--- src/rtl/tmr_cc4.sv ---
module tmr_cc4 #(
  parameter int CW = 16,
  parameter int AW = 4
) (
  input  logic          clk,
  input  logic          rst_n,
  input  logic          tick,
  input  logic          bus_we,
  input  logic [AW-1:0] bus_addr,
  input  logic [CW-1:0] bus_wdata,
  output logic [CW-1:0] bus_rdata,
  input  logic [3:0]    cap_in,
  output logic [3:0]    pin_o,
  output logic [3:0]    flag_o
);
  localparam int NCH = 4;

  logic [CW-1:0] cnt;
  logic [CW-1:0] chreg [NCH];
  logic [3:0]    mode, mask7, data7, flg, pin, cap_q;
  logic [7:0]    act, edg;
  logic [3:0]    frc, clr, rise, fall, cev, mt, aev, setf;
  logic          ovr;

  assign frc  = (bus_we && bus_addr == AW'(1)) ? bus_wdata[7:4] : 4'b0;
  assign clr  = (bus_we && bus_addr == AW'(6)) ? bus_wdata[7:4] : 4'b0;
  assign rise = cap_in & ~cap_q;
  assign fall = ~cap_in & cap_q;
  assign ovr  = aev[3];
  assign pin_o  = pin;
  assign flag_o = flg;

  for (genvar i = 0; i < NCH; i++) begin : g_ch
    logic [1:0] es;
    assign es      = edg[2*i +: 2];
    assign cev[i]  = !mode[i] && ((es == 2'b01 && rise[i]) || (es == 2'b10 && fall[i]) ||
                                  (es == 2'b11 && (rise[i] || fall[i])));
    assign mt[i]   = mode[i] && tick && cnt == chreg[i];
    assign aev[i]  = mt[i] || (mode[i] && frc[i]);
    assign setf[i] = cev[i] || (mt[i] && !frc[i]);

    always_ff @(posedge clk or negedge rst_n) begin
      if (!rst_n) begin
        chreg[i] <= '0;
        pin[i]   <= 1'b0;
        flg[i]   <= 1'b0;
      end else begin
        if (cev[i])
          chreg[i] <= cnt;
        else if (bus_we && bus_addr == AW'(8 + i))
          chreg[i] <= bus_wdata;
        if (ovr && mask7[i])
          pin[i] <= data7[i];
        else if (aev[i])
          case (act[2*i +: 2])
            2'b01:   pin[i] <= ~pin[i];
            2'b10:   pin[i] <= 1'b0;
            2'b11:   pin[i] <= 1'b1;
            default: ;
          endcase
        flg[i] <= setf[i] | (flg[i] & ~clr[i]);
      end
    end

    assert_force_noflag_R5: assert property (@(posedge clk) disable iff (!rst_n)
      (frc[i] && mode[i] && !flg[i]) |=> !flg[i]);
    assert_override_pin_R7: assert property (@(posedge clk) disable iff (!rst_n)
      (aev[3] && mask7[i]) |=> pin[i] == $past(data7[i]));
    assert_capture_value_R8: assert property (@(posedge clk) disable iff (!rst_n)
      cev[i] |=> chreg[i] == $past(cnt));
    assert_flag_clear_R9: assert property (@(posedge clk) disable iff (!rst_n)
      (clr[i] && !cev[i] && !mt[i]) |=> !flg[i]);
    assert_capture_force_R10: assert property (@(posedge clk) disable iff (!rst_n)
      (!mode[i] && !aev[3]) |=> $stable(pin[i]));
  end

  always_ff @(posedge clk or negedge rst_n) begin
    if (!rst_n) begin
      cnt   <= '0;
      mode  <= '0;
      act   <= '0;
      edg   <= '0;
      mask7 <= '0;
      data7 <= '0;
      cap_q <= '0;
    end else begin
      cap_q <= cap_in;
      if (tick) cnt <= cnt + 1'b1;
      if (bus_we)
        case (bus_addr)
          AW'(0): mode  <= bus_wdata[7:4];
          AW'(2): act   <= bus_wdata[7:0];
          AW'(3): edg   <= bus_wdata[7:0];
          AW'(4): mask7 <= bus_wdata[7:4];
          AW'(5): data7 <= bus_wdata[7:4];
          default: ;
        endcase
    end
  end

  always_comb begin
    bus_rdata = '0;
    case (bus_addr)
      AW'(0):  bus_rdata[7:4] = mode;
      AW'(2):  bus_rdata[7:0] = act;
      AW'(3):  bus_rdata[7:0] = edg;
      AW'(4):  bus_rdata[7:4] = mask7;
      AW'(5):  bus_rdata[7:4] = data7;
      AW'(6):  bus_rdata[7:4] = flg;
      AW'(7):  bus_rdata      = cnt;
      AW'(8):  bus_rdata      = chreg[0];
      AW'(9):  bus_rdata      = chreg[1];
      AW'(10): bus_rdata      = chreg[2];
      AW'(11): bus_rdata      = chreg[3];
      default: ;
    endcase
  end

  assert_cnt_step_R3: assert property (@(posedge clk) disable iff (!rst_n)
    tick |=> cnt == CW'($past(cnt) + 1'b1));
  assert_cnt_hold_R3: assert property (@(posedge clk) disable iff (!rst_n)
    !tick |=> $stable(cnt));
  assert_force_reads_zero_R5: assert property (@(posedge clk) disable iff (!rst_n)
    (bus_addr == AW'(1)) |-> bus_rdata == '0);
  assert_mode_low_zero_R2: assert property (@(posedge clk) disable iff (!rst_n)
    (bus_addr == AW'(0)) |-> bus_rdata[3:0] == 4'b0);
endmodule

--- config.mk ---
export PLATFORM = sky130hd
export DESIGN_NAME = tmr_cc4
export DESIGN_NICKNAME = d
export VERILOG_FILES = /design/src/rtl/tmr_cc4.sv
export SDC_FILE = /design/constraint.sdc
export NUM_CORES = 1
export LEC_CHECK = 0
export BUFFER_PORTS_ARGS = -buffer_cell sky130_fd_sc_hd__buf_4
export CORE_MARGIN = 2
export CORE_UTILIZATION = 35
export CTS_BUF_LIST = sky130_fd_sc_hd__clkbuf_4 sky130_fd_sc_hd__clkbuf_8 sky130_fd_sc_hd__clkbuf_16
export DETAILED_ROUTE_END_ITERATION = 6
export GPL_ROUTABILITY_DRIVEN = 0
export HOLD_SLACK_MARGIN = 0.1
export RECOVER_POWER = 100
export SYNTH_ARGS = -nofsm -noshare
export SYNTH_HDL_FRONTEND = slang
export SYNTH_SLANG_ARGS = --single-unit
--- constraint.sdc ---
create_clock -name clk -period 3.4 [get_ports clk]
set_input_delay 0.17 -clock clk [delete_from_list [all_inputs] [get_ports clk]]
set_output_delay 0.17 -clock clk [all_outputs]
set_load 0.005 [all_outputs]
* Word level (Yosys, flattened, before mapping)
Index checks and enable logic that the tools add are counted.
** Storage, ports and cells
- Input bits :: 28
- Register bits :: 120
- Word-level logic and storage cells :: 196
- Output and inout bits :: 24
** Operators by class
- Add/subtract/negate cells :: 1
- Muxes and demuxes :: 25
- Bitwise logic cells :: 20
- Eq/ne operators :: 39
- Reductions and logical operators :: 92
** Operators with widths (count)
- 16-bit 2-to-1 mux :: 8
- 16-bit equality test :: 4
- 4-bit one-hot mux with 11 select lines :: 1
- 1-bit logical AND :: 42
- 8-bit one-hot mux with 5 select lines :: 1
- 2-bit equality test, second input constant :: 16
- 4-bit one-hot mux with 7 select lines :: 1
- 1-bit logical OR :: 20
- 2-bit AND reduction :: 9
- 16-bit by 1-bit adder with 16-bit output, second input constant :: 1
- 2-bit by 1-bit equality test with 1-bit output, second input constant :: 8
- 4-bit by 3-bit equality test with 1-bit output, second input constant :: 4
- 4-bit equality test, second input constant :: 4
- 2-bit nonzero test :: 8
- 4-bit nonzero test :: 4
- 1-bit one-hot mux with 3 select lines :: 4
- 4-bit AND :: 2
- 4-bit by 2-bit equality test with 1-bit output, second input constant :: 2
- 1-bit logical NOT :: 8
- 1-bit 2-to-1 mux :: 8
- 4-bit 2-to-1 mux :: 2
- 1-bit NOT :: 8
- 4-bit NOT :: 2
- 1-bit AND :: 4
- other kinds (3) :: 6

* Depth between registers and ports, before layout
Gate-level depths: netlist of run 1.
- Depth after elaboration :: 8
- Depth in mapped cells :: 9
- Mapped depth without buffers :: 8

* Worst setup path before layout of run 1
OpenSTA, ideal clock, no wires.
- Path kind :: reg2reg
- Start :: reg cnt[14]
- End :: reg pin[1], in the netlist pin_o[1]
- Stages on the path, launching flop included :: 8
- Setup time :: 125 ps
- Buffers on the path :: 1
- Data required time :: 3275 ps
- Path slack :: 1698 ps
- Arrival time :: 1578 ps
- Clock period less this slack :: 1702 ps
- Cells stage by stage :: dfrtp_1 > buf_6 > xor2_1 > nor4_2 > nand3_1 > o41ai_1 > a211oi_1 > mux2_2
** On the way
- Word-level cells in the longest chain between the ends :: 6
- Elaborated cells between the ends (all ways) :: 11
- Those cells by class :: eq/ne (2); mux (1); reduce/logical (8)
** Ends and longest elaborated chain
- start: declaration :: RTL line 18 : logic [CW-1:0] cnt;
- start signal: assignment :: RTL line 88 : if (tick) cnt <= cnt + 1'b1;
- 16-bit equality test :: RTL line 38 : assign mt[i] = mode[i] && tick && cnt == chreg[i];
- 1-bit logical AND :: RTL line 38
- 1-bit logical OR :: RTL line 39 : assign aev[i] = mt[i] || (mode[i] && frc[i]);
- 1-bit logical AND :: RTL line 52 : if (ovr && mask7[i])
- 4-bit nonzero test (no source line) or 2-bit nonzero test (tied branches)
- 2-bit AND reduction (no source line)
- end signal: indexed assignment :: RTL line 53 : pin[i] <= data7[i];
- end signal: indexed assignment :: RTL line 56 : 2'b01: pin[i] <= ~pin[i];
- end: declaration :: RTL line 20 : logic [3:0] mode, mask7, data7, flg, pin, cap_q;
Parallel ways exist; a longest one is shown, timed or not.
A chain may end at the register's enable or synchronous reset.

* Worst setup path in the final report of run 1
- Start :: in bus_addr[3]
- End :: out bus_rdata[15]
** On the way
- Word-level cells in the longest chain between the ends :: 2
- Elaborated cells between the ends (all ways) :: 6
- Those cells by class :: eq/ne (5); mux (1)
** Ends and longest elaborated chain
- start: declaration :: RTL line 9 : input logic [AW-1:0] bus_addr,
- 4-bit equality test or 4-bit by 3-bit equality test with 1-bit output (tied branches) :: RTL line 103 : case (bus_addr)
- 8-bit one-hot mux with 5 select lines * :: RTL line 103
- end: declaration :: RTL line 11 : output logic [CW-1:0] bus_rdata,
Every way passes the cells marked *; elsewhere a longest branch is shown, timed or not.

==> metrics.cfg, run 1 <==
[min_path]
hp-class = input pin to register
hold_end = data7[2]
hold_path_depth = 2
hp-start = bus_wdata[6]

[clock_network]
clock_sinks = 120
clk_root_buffer_cell = clkbuf_16
clkLatencyLatePin_ns = 0.43
clk_pin_slew_ns = 0.05
cts_max_level = 4
clk_path_buf_depth = 2
cts_tree = done
cts_setup_buffers = 0
numCtsBuffers = 17

[setup_path]
end_kind = primary output
worst-setup-path-type = input pin to primary output
worst_r2r_endpoint = pin_o[1]
r2r-start = cnt[6]
startpoint_type = input pin
cp.required_ns = 3.23
r2r_cells = 6
cp.arrival_ns = 2.57
rrSetupSlack_ns = 0.91
crit_fanout = 15

[cells_and_area]
final_cell_mix = 120 x dfrtp_1, 98 x nand2_1, 72 x o21ai_0
final-instance-count-excl-fill = 1098
layout_commonest_cell = dfrtp_1
fin_nets = 856
final_core_util_pct = 41.6
area_growth_pct = 17.0
nFillCells = 2065
n_antenna_cell = 0
layout-drive-gt1-share_pct = 16.2

[placement]
place_ws_ns = 1.00
dpl.hpwl_mm = 15.2
port_buffers = 51
dp.cells = 1048

[drt]
drt_iter0_markers = 503
drc = 0
via_per_inst = 5.51
vias = 6051
postRouteAntennaNets = 0
firstDrtPassIters = 7
avgRoutedWirePerCell_um = 20.6
wl_mm = 22.7

[sta]
fin_tns_setup_ns = 0
fmax_mhz = 365
postLayoutSetupSlackWorst_ns = 0.661
fin_skew_ns = 0.00775
period_share_pct = 80.6
period_needed_ns = 2.74
maxSlewHeadroom_pct = 10.7
rsz0062_at_grt = no
hold_viol_final = 0
setup_viol_count_final = 0
worst_slew_pin_slew_ns = 1.34
slew_violations = 0

[synth]
synth_flop_cell = dfrtp_1
yosysSeqAreaShare_pct = 40.2
syn_nets = 816
synth_area_per_cell_sq_um = 9.67
syn_area_sq_um = 7480
synthArstFlopShare_pct = 100
synth_edf_count = 0
syn_inst = 773
ys_ff_latch = 120
yosys.cell_types.count = 53
yosys_warnings = 0

[pwr]
comb_power_share_pct = 27.0
p_switching_mw = 2.01
seq_power_share_pct = 40.2
sw_frac_of_total_pct = 34.6
power_density_nw_per_um2 = 665
pwr-share-clk_pct = 32.8
peakVddDrop_v = 0.000377
p_int_mw = 3.80
p_leak_nw = 3.86

[grt]
grt_max_degree = 72
antenna_found_initial = 0
grt_usage_pct = 20.7
first_global_vias = 5903
grt_first_pass_wirelength_mm = 34.9
grt-ovfl-total = 0

[floorplanning]
die_h_um = 150
dieWidth_um = 150
dieArea_sq_um = 22500
core_sq_um = 21000
core.rowCount = 53
start_util_pct = 35.6
io_pins = 52

[status]
outcome = completed

[flow_run]
max_cap_violations = 0

state kept, by name, summed over array words and instances (netlist names), 8 cells and up:
| name | flops |
|---|---|
| chreg | 64 |
| cnt | 16 |
| act | 8 |
| edg | 8 |
stage by stage:
stage / instance area (sq um) / hold WS, ns / power, mW
6_report: 8740 / 0.140 / 5.82
5_1_grt: 8740 / 0.144 / 6.11
4_1_cts: 8810 / 0.103 / 5.87
3_5_place_dp: 8000 / 0.258 / 3.93
3_3_place_gp: 8000 / 0.256 / 3.91
2_1_floorplan: 7480 / -0.126 / 3.34
final cells by class:
type | count | area (sq um) | share of cell area [%]
Clock buffer | 20 | 460 | 5.27
Clock inverter | 9 | 150 | 1.72
Inverter | 20 | 75.1 | 0.859
Multi-Input combinational cell | 572 | 4080 | 46.7
Sequential cell | 120 | 3000 | 34.3
Tap cell | 275 | 344 | 3.94
Timing Repair Buffer | 82 | 628 | 7.18
Yosys cell counts (5+ instances only):
library cell	count	share of area, %
a21oi_1	22	1.5
a222oi_1	11	1.5
a22o_1	10	1.2
a22oi_1	6	0.60
and3_1	7	0.59
buf_2	28	1.9
clkbuf_1	26	1.3
dfrtp_1	120	40
ha_1	15	2.5
inv_1	20	1.0
mux2_2	41	6.2
mux2i_1	70	9.4
mux4_2	5	1.5
nand2_1	97	4.9
nand3_1	25	1.7
nand4_1	17	1.4
nor2_1	34	1.7
nor3_1	6	0.40
o21ai_0	56	3.7
o21ai_1	20	1.3
xnor2_1	58	6.8
xor2_1	21	2.5
power by group through the flow:
stage	registers [mW]	clock network, mW	logic (mW)
2_1_floorplan	2.08	0	1.25
6_report	2.34	1.91	1.57
3_5_place_dp	2.36	0	1.57
3_3_place_gp	2.36	0	1.55
5_1_grt	2.40	1.99	1.72
4_1_cts	2.34	1.93	1.60
kinds of logic after synthesis:
family / count (synthesis) / synth area share [%]
compound gates: 149 / 12.4
xor+xnor: 79 / 9.26
fa+ha+maj: 15 / 2.51
buf+inv: 81 / 5.04
flops: 120 / 40.2
mux: 116 / 17.1
simple gates: 213 / 13.6
metal layers:
| layer | wire (um) | up-vias | GRT usage, % |
|---|---|---|---|
| met1 | 10200 | 2980 | 28.4 |
| li1 | - | 2820 | - |
| met4 | 548 | 0 | 6.51 |
| met3 | 1490 | 37 | 4.27 |
| met5 | 0 | - | 0 |
| met2 | 10400 | 214 | 33.0 |
worst max-delay path by stage:
stage / startpoint / to / slack (ns) / cells after the start
6_report: bus_addr[3] / bus_rdata[15] / 0.66 / 9
5_1_grt: bus_addr[3] / bus_rdata[15] / 0.52 / 9
4_1_cts: bus_addr[3] / bus_rdata[15] / 1.06 / 9
3_5_place_dp: bus_addr[2] / chreg[16] / 1.00 / 7
3_3_place_gp: cnt[11] / pin_o[1] / 1.05 / 6
2_1_floorplan: cnt[14] / pin_o[1] / 1.70 / 7
critical path, stage by stage:
cell and delay, ns:
clkbuf_1 0.11, inv_1 0.09, ha_1 0.41, clkbuf_1 0.36
and3_1 0.65, nor2_1 0.08, clkbuf_1 0.32, nor2_1 0.22
clkbuf_4 0.15
repair_timing:
action	4_1_cts	5_1_grt
hold buffers	20	1
gates resized for setup	0	0
endpoints found under the hold margin	99	1
Power figures use the tool's default switching activity.
==> run 2: changes to the inputs <==
ABC_AREA = 1   (was not set)
clock period = 2.35 ns   (was 3.4 ns; I/O delays follow)
==> run 2 against run 1 <==
Against the previous run:
- clock-buffer cell count is 2 higher
- total power is 59% higher
- final area is 2.2% higher
- die area hardly changed
- via count is 22% higher
- critical path type unchanged
- highest routed layer unchanged
==> metrics.cfg, run 2 <==
[grt]
first_global_vias = 6944  ; was 5903
grt_usage_pct = 23.7  ; was 20.7%
antenna_found_initial = 0  ; unchanged
grt_max_degree = 46  ; was 72
grt-ovfl-total = 0  ; unchanged
grt_first_pass_wirelength_mm = 39.8  ; was 34.9 mm

[setup_path]
startpoint_type = input pin  ; unchanged
r2r-start = cap_q[3]  ; was cnt[6]
crit_fanout = 12  ; was 15
rrSetupSlack_ns = 0.23  ; was 0.91 ns
setup.worst_path.start = bus_addr[2]  ; was bus_addr[3]
cp.arrival_ns = 2.14  ; was 2.57 ns
worst-setup-path-type = input pin to primary output  ; unchanged
worst_r2r_endpoint = chreg[7]  ; was pin_o[1]
r2r_cells = 7  ; was 6
cp.required_ns = 2.23  ; was 3.23 ns
end_kind = primary output  ; unchanged

[cells_and_area]
layout-drive-gt1-share_pct = 12.9  ; was 16.2%
layout_commonest_cell = nand2_1  ; was dfrtp_1
n_antenna_cell = 0  ; unchanged
final_cell_mix = 247 x nand2_1, 136 x inv_1, 120 x dfrtp_1  ; was 120 x dfrtp_1, 98 x nand2_1, 72 x o21ai_0
multi_input_area_sq_um = 3630  ; was 4080 sq um
largest_register_ffs = 64  ; unchanged
fin_nets = 1102  ; was 856
fin_area_sq_um = 8940  ; was 8740 sq um
seqCellArea_sq_um = 3000  ; unchanged
largest-register = chreg  ; unchanged
area_growth_pct = 19.4  ; was 17.0%
nFillCells = 2112  ; was 2065
largestRegisters = chreg (64), cnt (16)  ; unchanged
final-instance-count-excl-fill = 1346  ; was 1098

[synth]
ys_ff_latch = 120  ; unchanged
synth.most_common_cell = nand2_1  ; was dfrtp_1
synth_xor_area_share_pct = 2.81  ; was 9.26%
netlist_top_cells_area = dfrtp_1 40%, nand2_1 12%, o221ai_1 7.4%  ; was dfrtp_1 40%, mux2i_1 9.4%, xnor2_1 6.8%
synth-simple-area-share_pct = 26.3  ; was 13.6%
synth_flop_cell = dfrtp_1  ; unchanged
synth_edf_count = 0  ; unchanged
synthArstFlopShare_pct = 100  ; unchanged
synth_top_family_by_area = simple AND/OR/NAND/NOR gates  ; was multiplexers
synth_fa_ha_area_share_pct = 2.51  ; about the same
syn_area_sq_um = 7480  ; about the same
synth_top_cell_by_area = dfrtp_1  ; unchanged
yosys.cell_types.count = 40  ; was 53
synth.area.mux_share_pct = 0.602  ; was 17.1%
synth_top_area_share_pct = 40.1  ; was 40.2%
syn_nets = 1023  ; was 816
synth_compound_area_share_pct = 16.7  ; was 12.4%
synth_common_cells = 243 x nand2_1, 137 x inv_1, 120 x dfrtp_1  ; was 120 x dfrtp_1, 97 x nand2_1, 70 x mux2i_1
syn_inst = 980  ; was 773
synth_area_per_cell_sq_um = 7.63  ; was 9.67 sq um
yosys_warnings = 0  ; unchanged
yosysSeqAreaShare_pct = 40.1  ; was 40.2%

[clock_network]
cts_max_level = 4  ; unchanged
clkLatencyLatePin_ns = 0.43  ; about the same
cts_setup_buffers = 0  ; unchanged
clk_root_buffer_cell = clkbuf_16  ; unchanged
cts_tree = done  ; unchanged
clk_path_buf_depth = 2  ; unchanged
clock_sinks = 120  ; unchanged
numCtsBuffers = 17  ; unchanged
clk_pin_slew_ns = 0.05  ; about the same

[min_path]
hold_end = chreg[36]  ; was data7[2]
hold_path_depth = 4  ; was 2
hp-start = bus_we  ; was bus_wdata[6]
hp-class = input pin to register  ; unchanged

[floorplanning]
start_util_pct = 35.6  ; about the same
io_pins = 52  ; unchanged
die_h_um = 150  ; about the same
core.rowCount = 53  ; unchanged
core_sq_um = 21000  ; unchanged
dieArea_sq_um = 22600  ; was 22500 sq um
dieWidth_um = 150  ; about the same

[sta]
postLayoutSetupSlackWorst_ns = 0.0953  ; was 0.661 ns
slew_violations = 0  ; unchanged
rsz0062_at_grt = no  ; unchanged
setup_viol_count_final = 0  ; unchanged
hold_viol_final = 0  ; unchanged
fin_skew_ns = 0.00685  ; was 0.00775 ns
fmax_mhz = 444
worst_slew_pin_slew_ns = 1.22  ; was 1.34 ns
period_share_pct = 95.9
period_needed_ns = 2.25
fin_tns_setup_ns = 0  ; unchanged
maxSlewHeadroom_pct = 19.0  ; was 10.7%

[drt]
vias = 7380  ; was 6051
wl_mm = 26.0  ; was 22.7 mm
drt_iter0_markers = 784  ; was 503
via_per_inst = 5.48  ; was 5.51
firstDrtPassIters = 5  ; was 7
postRouteAntennaNets = 0  ; unchanged
avgRoutedWirePerCell_um = 19.3  ; was 20.6 um
drc = 0  ; unchanged

[placement]
dpl.hpwl_mm = 18.5  ; was 15.2 mm
dp.cells = 1293  ; was 1048
place_ws_ns = 0.0973  ; was 1.00 ns
port_buffers = 51  ; unchanged
place_area_sq_um = 8220  ; was 8000 sq um

[pwr]
p_int_mw = 5.64  ; was 3.80 mW
comb_power_share_pct = 33.9  ; was 27.0%
peakVddDrop_v = 0.000506  ; was 0.000377 V
power_density_nw_per_um2 = 1040  ; was 665 nW/um^2
sw_frac_of_total_pct = 39.2  ; was 34.6%
p_switching_mw = 3.64  ; was 2.01 mW
pwr-share-clk_pct = 29.3  ; was 32.8%
seq_power_share_pct = 36.8  ; was 40.2%
report.power.total_mw = 9.28  ; was 5.82 mW
p_leak_nw = 4.19  ; was 3.86 nW

[flow_run]
max_cap_violations = 0  ; unchanged

[status]
outcome = completed  ; unchanged

[run 2: worst max-delay path, cell delays in order]
cell and delay, ns:
clkbuf_1 0.12, inv_1 0.09, ha_1 0.29, nand2_2 0.22, inv_1 0.37, a221oi_1 0.53
nand3_1 0.13, nand2_1 0.08, inv_1 0.04, clkbuf_4 0.13
[run 2: worst max-delay path by stage]
stage | slack, ns | endpoint
after floorplan | 0.76 | cnt[14]
after global placement | 0.18 | bus_rdata[8]
after detailed placement | 0.1 | bus_rdata[8]
after CTS | 0.09 | bus_rdata[8]
after global routing | 0.03 | bus_rdata[4]
final | 0.1 | bus_rdata[4]
[run 2: metrics by stage]
stage                     utilization, %  hold WS (ns)
after floorplan                        -        -0.178
after global placement              39.1         0.185
after detailed placement            39.1         0.186
after CTS                           43.0         0.122
after global routing                42.5         0.134
final                               42.5         0.129
[run 2: cell type report]
class,count,area share (%)
Clock buffer,22,5.39
Multi-Input combinational cell,666,40.6
Timing Repair Buffer,104,8.81
Tap cell,275,3.85
Sequential cell,120,33.6
Inverter,150,6.33
Clock inverter,9,1.37
[run 2: layer usage]
layer	part of all wire [%]	global-route usage, %	vias to the layer above	wire, um
met2	45	36.1	374	11600
met1	43	32.3	3500	11200
met4	3.0	9.58	0	771
li1	-	-	3448	-
met5	0	0	-	0
met3	9.6	6.03	58	2500
[run 2: power groups by stage]
stage | combinational, mW | sequential, mW | clock (mW)
2_1_floorplan | 2.35 | 3.10 | 0
3_3_place_gp | 3.08 | 3.42 | 0
3_5_place_dp | 3.12 | 3.42 | 0
4_1_cts | 3.16 | 3.39 | 2.74
5_1_grt | 3.53 | 3.50 | 2.84
6_report | 3.14 | 3.41 | 2.72
[run 2: logic make-up (layout without fill, tap and decap cells)]
| group | after synthesis | after routing |
|---|---|---|
| simple gates | 445 | 445 |
| xor+xnor | 24 | 24 |
| buf+inv | 194 | 285 |
| compound gates | 178 | 178 |
| flops | 120 | 120 |
| mux | 4 | 4 |
| fa+ha+maj | 15 | 15 |
[run 2: what timing repair did]
item / in CTS / in global routing
hold endpoints to repair: 122 / 0
resized for setup: 0 / 2
hold buffers: 22 / 0
setup endpoints to repair: 0 / 2
